==> config.mk <==
export PLATFORM = sky130hd
export DESIGN_NAME = uart_rx_core
export DESIGN_NICKNAME = d
export VERILOG_FILES = /design/src/rtl/uart_rx_pkg.sv /design/src/rtl/uart_rx_sync.sv /design/src/rtl/uart_rx_shift.sv /design/src/rtl/uart_rx_core.sv
export SDC_FILE = /design/constraint.sdc
export NUM_CORES = 1
export LEC_CHECK = 0
export ABC_AREA = 0
export CAP_MARGIN = 5
export CORE_ASPECT_RATIO = 0.7
export CORE_UTILIZATION = 56
export DETAILED_ROUTE_END_ITERATION = 10
export PLACE_DENSITY_LB_ADDON = 0.08
export SLEW_MARGIN = 20
export SYNTH_ARGS = -nofsm -noshare
export SYNTH_HDL_FRONTEND = slang
export SYNTH_SLANG_ARGS = --single-unit
==> constraint.sdc <==
create_clock -name clk -period 2.2 [get_ports clk]
set_input_delay 0.44 -clock clk [delete_from_list [all_inputs] [get_ports clk]]
set_output_delay 0.44 -clock clk [all_outputs]
set_load 0.03 [all_outputs]
==> src/rtl/uart_rx_pkg.sv <==
package uart_rx_pkg;

    localparam int unsigned CHAR_W   = 8;
    localparam int unsigned MIN_BITS = 5;

    typedef enum logic [2:0] {
        ST_IDLE,
        ST_START,
        ST_DATA,
        ST_PARITY,
        ST_STOP,
        ST_BRKCHK,
        ST_RESYNC,
        ST_BRKWAIT
    } rx_state_e;

    // Number of data bits for a width select code.
    function automatic logic [3:0] width_of(input logic [1:0] sel);
        return 4'(MIN_BITS) + {2'b00, sel};
    endfunction

endpackage

==> src/rtl/uart_rx_sync.sv <==
module uart_rx_sync #(
    parameter int STAGES = 2
) (
    input  logic clk,
    input  logic rst_n,
    input  logic d,
    output logic q
);
    logic [STAGES-1:0] chain;

    generate
        if (STAGES == 1) begin : g_one
            always_ff @(posedge clk or negedge rst_n) begin
                if (!rst_n) chain <= '1;
                else        chain <= d;
            end
        end else begin : g_many
            always_ff @(posedge clk or negedge rst_n) begin
                if (!rst_n) chain <= '1;
                else        chain <= {chain[STAGES-2:0], d};
            end
        end
    endgenerate

    assign q = chain[STAGES-1];
endmodule

==> src/rtl/uart_rx_shift.sv <==
module uart_rx_shift
    import uart_rx_pkg::*;
(
    input  logic              clk,
    input  logic              rst_n,
    input  logic              clear,
    input  logic              data_en,
    input  logic              par_en,
    input  logic              bit_in,
    input  logic [1:0]        width_sel,
    output logic [CHAR_W-1:0] data,
    output logic              par_bit,
    output logic              all_zero,
    output logic              data_xor
);
    logic [CHAR_W-1:0] sr;
    logic [3:0]        align;

    always_ff @(posedge clk or negedge rst_n) begin
        if (!rst_n) begin
            sr       <= '0;
            par_bit  <= 1'b0;
            all_zero <= 1'b1;
        end else if (clear) begin
            sr       <= '0;
            par_bit  <= 1'b0;
            all_zero <= 1'b1;
        end else begin
            if (data_en) sr <= {bit_in, sr[CHAR_W-1:1]};
            if (par_en)  par_bit <= bit_in;
            if ((data_en || par_en) && bit_in) all_zero <= 1'b0;
        end
    end

    // Bits enter at the top; right-align for narrower characters.
    assign align    = 4'(CHAR_W) - width_of(width_sel);
    assign data     = sr >> align;
    assign data_xor = ^data;
endmodule

==> src/rtl/uart_rx_core.sv <==
module uart_rx_core
    import uart_rx_pkg::*;
#(
    parameter int OS_RATE     = 16,
    parameter int SYNC_STAGES = 2
) (
    input  logic              clk,
    input  logic              rst_n,
    input  logic              os_tick,
    input  logic              rxd,
    input  logic [1:0]        cfg_width,
    input  logic              cfg_par_en,
    input  logic              cfg_par_even,
    input  logic              fifo_full,
    output logic              push_valid,
    output logic [CHAR_W-1:0] push_data,
    output logic              push_perr,
    output logic              push_ferr,
    output logic              push_brk,
    output logic              overrun
);
    localparam int              CNT_W    = $clog2(OS_RATE);
    localparam logic [CNT_W-1:0] MID_LAST = CNT_W'(OS_RATE / 2 - 1);
    localparam logic [CNT_W-1:0] BIT_LAST = CNT_W'(OS_RATE - 1);

    rx_state_e          state, nxt_state;
    logic [CNT_W-1:0]   cnt, nxt_cnt;
    logic [2:0]         idx, nxt_idx;
    logic [2:0]         last_idx;
    logic               rx_s;
    logic               sh_clear, sh_data, sh_par;
    logic [CHAR_W-1:0]  sh_val;
    logic               sh_parbit, sh_zero, sh_xor;
    logic               ev_done, ev_ferr, ev_brk;
    logic               perr_calc;

    uart_rx_sync #(.STAGES(SYNC_STAGES)) u_sync (
        .clk   (clk),
        .rst_n (rst_n),
        .d     (rxd),
        .q     (rx_s)
    );

    uart_rx_shift u_shift (
        .clk       (clk),
        .rst_n     (rst_n),
        .clear     (sh_clear),
        .data_en   (sh_data),
        .par_en    (sh_par),
        .bit_in    (rx_s),
        .width_sel (cfg_width),
        .data      (sh_val),
        .par_bit   (sh_parbit),
        .all_zero  (sh_zero),
        .data_xor  (sh_xor)
    );

    assign last_idx  = 3'(width_of(cfg_width) - 4'd1);
    assign perr_calc = cfg_par_en && (sh_xor ^ sh_parbit ^ !cfg_par_even);

    // State register.
    always_ff @(posedge clk or negedge rst_n) begin
        if (!rst_n) begin
            state <= ST_IDLE;
            cnt   <= '0;
            idx   <= '0;
        end else begin
            state <= nxt_state;
            cnt   <= nxt_cnt;
            idx   <= nxt_idx;
        end
    end

    // Next state and sampling events.
    always_comb begin
        nxt_state = state;
        nxt_cnt   = cnt;
        nxt_idx   = idx;
        sh_clear  = 1'b0;
        sh_data   = 1'b0;
        sh_par    = 1'b0;
        ev_done   = 1'b0;
        ev_ferr   = 1'b0;
        ev_brk    = 1'b0;
        unique case (state)
            ST_IDLE: begin
                if (os_tick && !rx_s) begin
                    nxt_state = ST_START;
                    nxt_cnt   = '0;
                end
            end
            ST_START: begin
                if (os_tick) begin
                    if (cnt == MID_LAST) begin
                        if (rx_s) begin
                            nxt_state = ST_IDLE;
                        end else begin
                            nxt_state = ST_DATA;
                            nxt_cnt   = '0;
                            nxt_idx   = '0;
                            sh_clear  = 1'b1;
                        end
                    end else begin
                        nxt_cnt = cnt + CNT_W'(1);
                    end
                end
            end
            ST_DATA: begin
                if (os_tick) begin
                    if (cnt == BIT_LAST) begin
                        sh_data = 1'b1;
                        nxt_cnt = '0;
                        if (idx == last_idx)
                            nxt_state = cfg_par_en ? ST_PARITY : ST_STOP;
                        else
                            nxt_idx = idx + 3'd1;
                    end else begin
                        nxt_cnt = cnt + CNT_W'(1);
                    end
                end
            end
            ST_PARITY: begin
                if (os_tick) begin
                    if (cnt == BIT_LAST) begin
                        sh_par    = 1'b1;
                        nxt_cnt   = '0;
                        nxt_state = ST_STOP;
                    end else begin
                        nxt_cnt = cnt + CNT_W'(1);
                    end
                end
            end
            ST_STOP: begin
                if (os_tick) begin
                    if (cnt == BIT_LAST) begin
                        nxt_cnt = '0;
                        if (rx_s) begin
                            ev_done   = 1'b1;
                            nxt_state = ST_IDLE;
                        end else if (sh_zero) begin
                            nxt_state = ST_BRKCHK;
                        end else begin
                            ev_done   = 1'b1;
                            ev_ferr   = 1'b1;
                            nxt_state = ST_RESYNC;
                        end
                    end else begin
                        nxt_cnt = cnt + CNT_W'(1);
                    end
                end
            end
            ST_BRKCHK: begin
                if (os_tick) begin
                    if (rx_s) begin
                        ev_done   = 1'b1;
                        ev_ferr   = 1'b1;
                        nxt_state = ST_IDLE;
                    end else if (cnt == MID_LAST) begin
                        ev_done   = 1'b1;
                        ev_brk    = 1'b1;
                        nxt_state = ST_BRKWAIT;
                    end else begin
                        nxt_cnt = cnt + CNT_W'(1);
                    end
                end
            end
            ST_RESYNC: begin
                if (os_tick) begin
                    if (rx_s) begin
                        nxt_state = ST_IDLE;
                    end else begin
                        nxt_state = ST_DATA;
                        nxt_cnt   = CNT_W'(1);
                        nxt_idx   = '0;
                        sh_clear  = 1'b1;
                    end
                end
            end
            ST_BRKWAIT: begin
                if (os_tick && rx_s) nxt_state = ST_IDLE;
            end
            default: nxt_state = ST_IDLE;
        endcase
    end

    // Output register.
    always_ff @(posedge clk or negedge rst_n) begin
        if (!rst_n) begin
            push_valid <= 1'b0;
            overrun    <= 1'b0;
            push_data  <= '0;
            push_perr  <= 1'b0;
            push_ferr  <= 1'b0;
            push_brk   <= 1'b0;
        end else begin
            push_valid <= ev_done && !fifo_full;
            overrun    <= ev_done && fifo_full;
            if (ev_done) begin
                push_data <= ev_brk ? '0 : sh_val;
                push_perr <= !ev_brk && perr_calc;
                push_ferr <= ev_ferr;
                push_brk  <= ev_brk;
            end
        end
    end
endmodule

# --- Word level (Yosys, flattened, before mapping) ---
# Cells that the tools add are included.
word_totals:
  ff_bits: 35
  in_bits: 9
classes:
  add_sub_neg: 5
  eq_ne: 30
  shift: 1
  muxes: 73
  bitwise: 2
  n_reduce_logical: 23
op_table:
  columns: ["op", "n"]
  rows:
  - ["3-bit two-way mux", 24]
  - ["4-bit two-way mux", 11]
  - ["2-bit inequality test (second input constant)", 17]
  - ["1-bit two-way mux", 27]
  - ["8-bit two-way mux", 3]
  - ["3-bit one-hot mux with 8 select lines", 1]
  - ["4-bit one-hot mux with 5 select lines", 1]
  - ["14-bit AND reduction", 1]
  - ["3-bit equality test (second input constant)", 4]
  - ["10-bit AND reduction", 1]
  - ["3-bit one-hot mux with 3 select lines", 1]
  - ["8-bit parity", 1]
  - ["8-bit by 4-bit >> shifter with 8-bit output", 1]
  - ["1-bit logical AND", 7]
  - ["7-bit AND reduction", 1]
  - ["3-bit by 2-bit equality test with 1-bit output (second input constant)", 2]
  - ["1-bit one-hot mux with 2 select lines", 3]
  - ["2-bit nonzero test", 3]
  - ["5-bit nonzero test", 1]
  - ["3-bit by 2-bit adder with 4-bit output (first input constant)", 1]
  - ["4-bit by 1-bit adder with 4-bit output (second input constant)", 1]
  - ["4-bit by 3-bit equality test with 1-bit output (second input constant)", 1]
  - ["4-bit equality test (second input constant)", 1]
  - ["1-bit logical NOT", 4]
  - ["other kinds (14)", 16]

# --- Depth between registers and ports, before layout ---
# Gate-level depths: netlist (run 1).
depth:
  ltp_word: 8
  ltp_mapped: 7

# --- Cells and area by module ---
# A second synthesis (run 1) with hierarchy kept.
hier_totals:
  cells_unflattened: 222
  hier_area_um2: 2212.1
modules_own_cells:
  columns: ["module", "instances", "cells_each", "area_per_inst_um2", "seq_area_each_um2"]
  rows:
  - ["uart_rx_core", 1, 154, 1440.1, 575.6]
  - ["uart_rx_shift", 1, 66, 719.4, 251.5]
  - ["uart_rx_sync", 1, 2, 52.6, 52.6]

# --- Least setup slack after synthesis (run 1) ---
# Ideal clock, no wire load.
synth_path:
  path_type: "input to register"
  start: "input cfg_width[0]"
  end: "register push_perr"
  setup_time_ns: 0.121
  arrival_ns: 2.037
  slack_ns: 0.041
  path_stages: 6
  n_path_buf: 1
  path_cell_list: "buf_6 -> mux4_2 -> xnor2_1 -> xnor2_1 -> xnor3_1 -> a32o_2"
synth_between:
  elab_chain_len: 8
synth_lines:
  columns: ["item", "line_no", "text"]
  rows:
  - ["start, declared", "uart_rx_core.sv:11", "input logic [1:0] cfg_width,"]
  - ["3-bit by 2-bit adder with 4-bit output", "uart_rx_pkg.sv:19", "return 4'(MIN_BITS) + {2'b00, sel};"]
  - ["4-bit subtractor", "uart_rx_shift.sv:36", "assign align = 4'(CHAR_W) - width_of(width_sel);"]
  - ["8-bit by 4-bit >> shifter with 8-bit output", "uart_rx_shift.sv:37", "assign data = sr >> align;"]
  - ["8-bit parity", "uart_rx_shift.sv:38", "assign data_xor = ^data;"]
  - ["1-bit bitwise XOR (2 in series)", "uart_rx_core.sv:59", "assign perr_calc = cfg_par_en && (sh_xor ^ sh_parbit ^ !cfg_par_even);"]
  - ["1-bit logical AND", "uart_rx_core.sv:59", null]
  - ["1-bit logical AND", "uart_rx_core.sv:200", "push_perr <= !ev_brk && perr_calc;"]
  - ["end signal, assigned", "uart_rx_core.sv:200", null]
  - ["end, declared", "uart_rx_core.sv:17", "output logic push_perr,"]
# No other way between the ends.
# A chain may end at the register's enable or synchronous reset.

# --- Worst setup path in the final report (run 1) ---
# Same ends and word-level chain as after synthesis.

==> summary.md, run 1 <==
| Metric | Value |
|---|---|
| Post-synthesis instance total | `207` |
| Final Hold Fails | `0` |
| Antenna Nets Post-Route | `0` |
| Crit path cell chain | `clkdlybuf4s15_2 -> mux4_2 -> xor2_1 -> xnor2_1 -> xnor3_1 -> a32o_2` |
| Final non-filler cell area | `2540 sq um` |
| CTS Root Cell | `clkbuf_8` |
| Static leakage | `1.13 nW` |
| Inst Count DP | `281` |
| Area after DPL | `2420 sq um` |
| Vias | `1702` |
| Register area share after synthesis | `0.429` |
| RSZ-0062 raised after global routing | `no` |
| Final Non-Filler Cells | `290` |
| Largest net degree at the start of global routing | `36` |
| Pre-CTS setup slack | `-0.636 ns` |
| Worst slew margin | `0.710` |
| Slew @ Worst Pin | `0.435 ns` |
| Hold Slack | `0.356 ns` |
| IR drop worst, VDD | `0.507 mV` |
| Final setup viols | `0` |
| Final core utilization | `0.764` |
| Via density | `5.87` |
| Max Cap Viol | `0` |
| CTS buffer count | `5` |
| Core Area | `3320 sq um` |
| First-pass DRT Iterations | `5` |
| Crit path from | `cfg_width[0]` |
| Post-synthesis register bit count | `35` |
| CP max stage delay | `0.55 ns` |
| CTS clk-pin slew, worst paths | `0.07 ns` |
| Synth cell types | `50` |
| Gr usage total | `0.270` |
| Hold crit path type | `reg2reg` |
| Share of cells above drive strength 1 | `0.193` |
| Yosys top cell area share | `0.390` |
| Die area | `3910 sq um` |
| Status | `complete, no violations` |
| DR DRC count | `0` |
| Commonest non-fill, non-tap cells in the layout | `32 x dfrtp_1, 24 x buf_4, 21 x nor2_1, 19 x clkdlybuf4s50_1, 17 x nand2_1` |
| Most common cell after layout, fill and taps aside | `dfrtp_1` |
| Synth warn | `0` |
| Avg WL per Cell | `16.0 microns` |
| Setup WS post-layout | `0.0424 ns` |
| Hold_sp | `u_sync.chain[0]` |
| Fin nets | `253` |
| Tcrit/Tclk final | `0.981` |
| Post-synth EDFFs | `0` |
| Die Wd | `74.3 microns` |
| Crit path max-delay family | `XOR/XNOR gates` |
| WP buf/inv | `1` |
| Cell taking the most area after synthesis | `dfrtp_1` |
| Worst skew pair latency | `0.28 ns` |
| HPWL Detailed | `3400 microns` |
| Port buffer count | `21` |
| Vias in the first global route | `1514` |
| Crit path DAT | `2.33 ns` |
| Avg Cell Area, Syn | `9.91 sq um` |
| CTS Buffer Depth | `2` |
| CP startpoint kind | `primary input` |
| Dominant synthesized flop cell | `dfrtp_1` |
| Initial Utilization | `0.618` |
| Ys async rst share | `1.00` |
| Clock net sink count | `35` |
| Fmax | `463 MHz` |
| Grt ovf | `0` |
| Final min period | `2.16 ns` |
| H-tree lvl count | `2` |
| # diodes | `0` |
| Row cnt | `17` |
| CTS tree | `yes` |
| I/O Pins | `22` |
| Area contributors post-synth | `dfrtp_1 39%, mux2i_1 5.4%, mux4_2 4.4%` |
| Power Density | `963 nW/um^2` |
| Global-route wire length before repair | `7490 microns` |
| Crit Path Class | `in2reg` |
| Routed WL | `4650 microns` |
| Mapped Area | `2050 sq um` |
| Die Span Y | `52.6 microns` |
| Clk_skew | `0.00530 ns` |
| Routability Congestion | `0.968` |
| Crit Path Max Fanout | `6` |
| Number of DRC markers in iteration 0 | `151` |
| Crit-path slowest cell | `mux4_2` |
| Critical R2R Launch | `u_shift.sr[3]` |
| Area Overhead vs Synth | `23.7%` |
| Max Transition Viols Final | `0` |
| Syn_nets | `218` |
| Antenna violations before repair | `0` |
| CP endpoint kind | `flip-flop` |
| Data required, critical path | `2.37 ns` |
| Post-CTS Hold Fix Bufs | `0` |
[synth_stat cells, drive strengths merged (2+ instances only)]
cell	n
nand2b	4
mux2i	11
or4b	2
dfrtp	32
buf	3
a32o	4
mux4	4
clkbuf	14
o31ai	3
and3	4
mux2	4
xnor2	9
nor2	21
inv	8
o22ai	4
a21oi	5
dfstp	3
nand3b	3
nand2	17
ha	2
a21boi	2
o21ai	11
a22o	10
nand3	7
[cell families (layout without fill, tap and decap cells)]
kind of cell | after synthesis | count (layout) | share of synthesized area
mux | 19 | 19 | 0.120
flops | 35 | 35 | 0.429
buf+inv | 25 | 61 | 0.0506
compound gates | 50 | 50 | 0.178
xor+xnor | 11 | 11 | 0.0537
fa+ha+maj | 2 | 2 | 0.0122
simple gates | 65 | 65 | 0.157
[worst register-to-register path, cell delays in order (launching register included)]
cell     delay [ns]
dfrtp_1        0.44
mux4_2         0.52
xnor2_1        0.20
xnor2_1        0.14
xnor3_1        0.42
a32o_2         0.27
[path summary, 6_finish.rpt]
path | endpoint | slack (ns) | cells after the start
max reg2reg | push_perr | 0.09 | 5
max in group asynchronous | u_sync.chain[1] | 1.29 | 2
min in group asynchronous | cnt[1] | 0.56 | 2
min reg2reg | u_sync.chain[1] | 0.36 | 0
min | u_sync.chain[1] | 0.36 | 0
max | push_perr | 0.04 | 6
[per-layer routing]
| layer | part of all wire | vias to the layer above | wire [microns] | global-route usage |
|---|---|---|---|---|
| li1 | - | 819 | - | - |
| met1 | 0.50 | 818 | 2310 | 0.390 |
| met2 | 0.43 | 60 | 1980 | 0.385 |
| met3 | 0.068 | 5 | 315 | 0.0769 |
| met4 | 0.010 | 0 | 47 | 0.0943 |
| met5 | 0 | - | 0 | 0 |
[registers in the layout (all words and copies together) (netlist names)]
signal,flops
overrun,1
u_shift.par_bit,1
u_sync.chain,2
state,3
cnt,4
push_valid,1
u_shift.all_zero,1
push_brk,1
idx,3
push_perr,1
u_shift.sr,8
push_data,8
push_ferr,1
[stage by stage]
stage          TNS (ns)  total power, mW
2_1_floorplan         0             1.61
3_3_place_gp      -1.54             1.91
3_5_place_dp      -1.77             1.94
4_1_cts               0             2.40
5_1_grt               0             2.60
6_report              0             2.44
[layout make-up]
type	count	area, sq um
clock buffer	7	76.3
clock inverter	1	5.00
fill	241	782
inverter	8	30.0
multi-input combinational	147	1100
sequential	35	880
tap	47	58.8
timing repair buffer	45	390
[power breakdown]
part	switching, mW	internal (mW)	leakage, nW
Combinational	0.533	0.504	0.630
Clock	0.218	0.222	0.0422
Sequential	0.185	0.779	0.459
[what timing repair did]
action | in CTS | in global routing
setup endpoints to repair | 3 | 3
pin swaps | 0 | 2
resized for setup | 5 | 5
setup buffers | 0 | 1
(Power assumes the default switching activity.)
==> run 2, diff against run 1 <==
Settings changed: SLEW_MARGIN 20 to default.
==> results of run 2 <==
The final DEF is identical to that of run 1; final timing and power are the same.
==> run 3, diff against run 2 <==
Settings changed: SKIP_CTS_REPAIR_TIMING from default to 1.
==> summary.md, run 3 (synthesized netlist as in run 1, its figures left out) <==
| Metric | Value |
|---|---|
| Status | `complete, no violations` |
| DR DRC count | `0` |
| Worst slew margin | `0.711` |
| Die Span Y | `52.6 microns` |
| Routed WL | `4780 microns` |
| Path depth of the worst reg2reg path | `6` |
| Biggest regs | `push_data x8, u_shift.sr x8, cnt x4` |
| Share of cells above drive strength 1 | `0.189` |
| Crit Path Max Fanout | `4` |
| Final non-filler cell area | `2530 sq um` |
| Fin nets | `253` |
| Data required, critical path | `2.36 ns` |
| Port buffer count | `21` |
| Max Transition Viols Final | `0` |
| Slew @ Worst Pin | `0.433 ns` |
| CTS Root Cell | `clkbuf_8` |
| Die area | `3910 sq um` |
| Crit path from | `cnt[1]` |
| Avg WL per Cell | `16.5 microns` |
| Hold Slack | `0.356 ns` |
| CTS tree | `yes` |
| Most common cell after layout, fill and taps aside | `dfrtp_1` |
| Area after DPL | `2420 sq um` |
| Commonest non-fill, non-tap cells in the layout | `32 x dfrtp_1, 24 x buf_4, 21 x nor2_1, 19 x clkdlybuf4s50_1, 17 x nand2_1` |
| Hold path depth | `0` |
| Register area | `880 sq um` |
| Crit Path Class | `reg2reg` |
| Via density | `6.01` |
| Largest net degree at the start of global routing | `36` |
| Row cnt | `17` |
| Initial Utilization | `0.618` |
| Die Wd | `74.3 microns` |
| Grt ovf | `0` |
| Filler instances | `237` |
| Pre-CTS setup slack | `-0.636 ns` |
| # diodes | `0` |
| Final min period | `2.15 ns` |
| First-pass DRT Iterations | `4` |
| CTS clk-pin slew, worst paths | `0.07 ns` |
| Fmax | `465 MHz` |
| Final Non-Filler Cells | `290` |
| Routability Congestion | `0.968` |
| Tcrit/Tclk final | `0.978` |
| HPWL Detailed | `3400 microns` |
| Vias | `1742` |
| Hold_sp | `u_sync.chain[0]` |
| CP endpoint kind | `flip-flop` |
| Hold crit path type | `reg2reg` |
| Final core utilization | `0.762` |
| Final TNS setup | `0 ns` |
| Setup WS post-layout | `0.0491 ns` |
| Worst skew pair latency | `0.28 ns` |
| I/O Pins | `22` |
| Power Density | `968 nW/um^2` |
| Clock net sink count | `35` |
| CTS Buffer Depth | `2` |
| Antenna Nets Post-Route | `0` |
| Antenna violations before repair | `0` |
| CP startpoint kind | `flip-flop` |
| Vias in the first global route | `1503` |
| CTS buffer count | `5` |
| Global-route wire length before repair | `7470 microns` |
| Max Cap Viol | `0` |
| Inst Count DP | `281` |
| Final Hold Fails | `0` |
| IR drop worst, VDD | `0.525 mV` |
| Area Overhead vs Synth | `23.3%` |
| Crit path DAT | `2.31 ns` |
| Design Power | `2.45 mW` |
| Multi-input logic area | `1090 sq um` |
| Gr usage total | `0.269` |
| Critical R2R Launch | `cnt[1]` |
| H-tree lvl count | `2` |
| Final setup viols | `0` |
| Core Area | `3320 sq um` |
| Clk_skew | `0.00396 ns` |
| Number of DRC markers in iteration 0 | `156` |
| Static leakage | `1.14 nW` |
==> run 3: routing by layer <==
layer / global-route usage / share of wire / vias to the layer above
met5: 0 / 0 / -
met1: 0.394 / 0.47 / 848
met4: 0.0881 / 0.010 / 0
met2: 0.383 / 0.45 / 71
met3: 0.0731 / 0.076 / 6
li1: - / - / 817
==> run 3: critical path: stages, from the launching register on <==
cell,delay [ns]
dfrtp_1,0.39
ha_2,0.22
nor4bb_2,0.33
o311ai_1,0.13
a211oi_1,0.30
a21boi_4,0.29
mux2_1,0.37
==> run 3: area by class of cell <==
type	instances	share of cell area
Clock inverter	1	0.00198
Tap cell	47	0.0233
Sequential cell	35	0.348
Clock buffer	7	0.0302
Timing Repair Buffer	45	0.153
Inverter	8	0.0119
Multi-Input combinational cell	147	0.431
==> run 3: power by group <==
group	internal [mW]	switching, mW	total (mW)
logic	0.502	0.540	1.04
clock network	0.222	0.219	0.441
registers	0.779	0.186	0.965
total	1.50	0.945	2.45
==> run 3: path summary, 6_finish.rpt <==
path,slack [ns],end
worst max-delay path,0.05,state[1]
worst min-delay path,0.36,u_sync.chain[1]
worst max register to register,0.05,state[1]
worst min register to register,0.36,u_sync.chain[1]
max in group asynchronous,1.29,u_sync.chain[1]
min in group asynchronous,0.56,cnt[1]
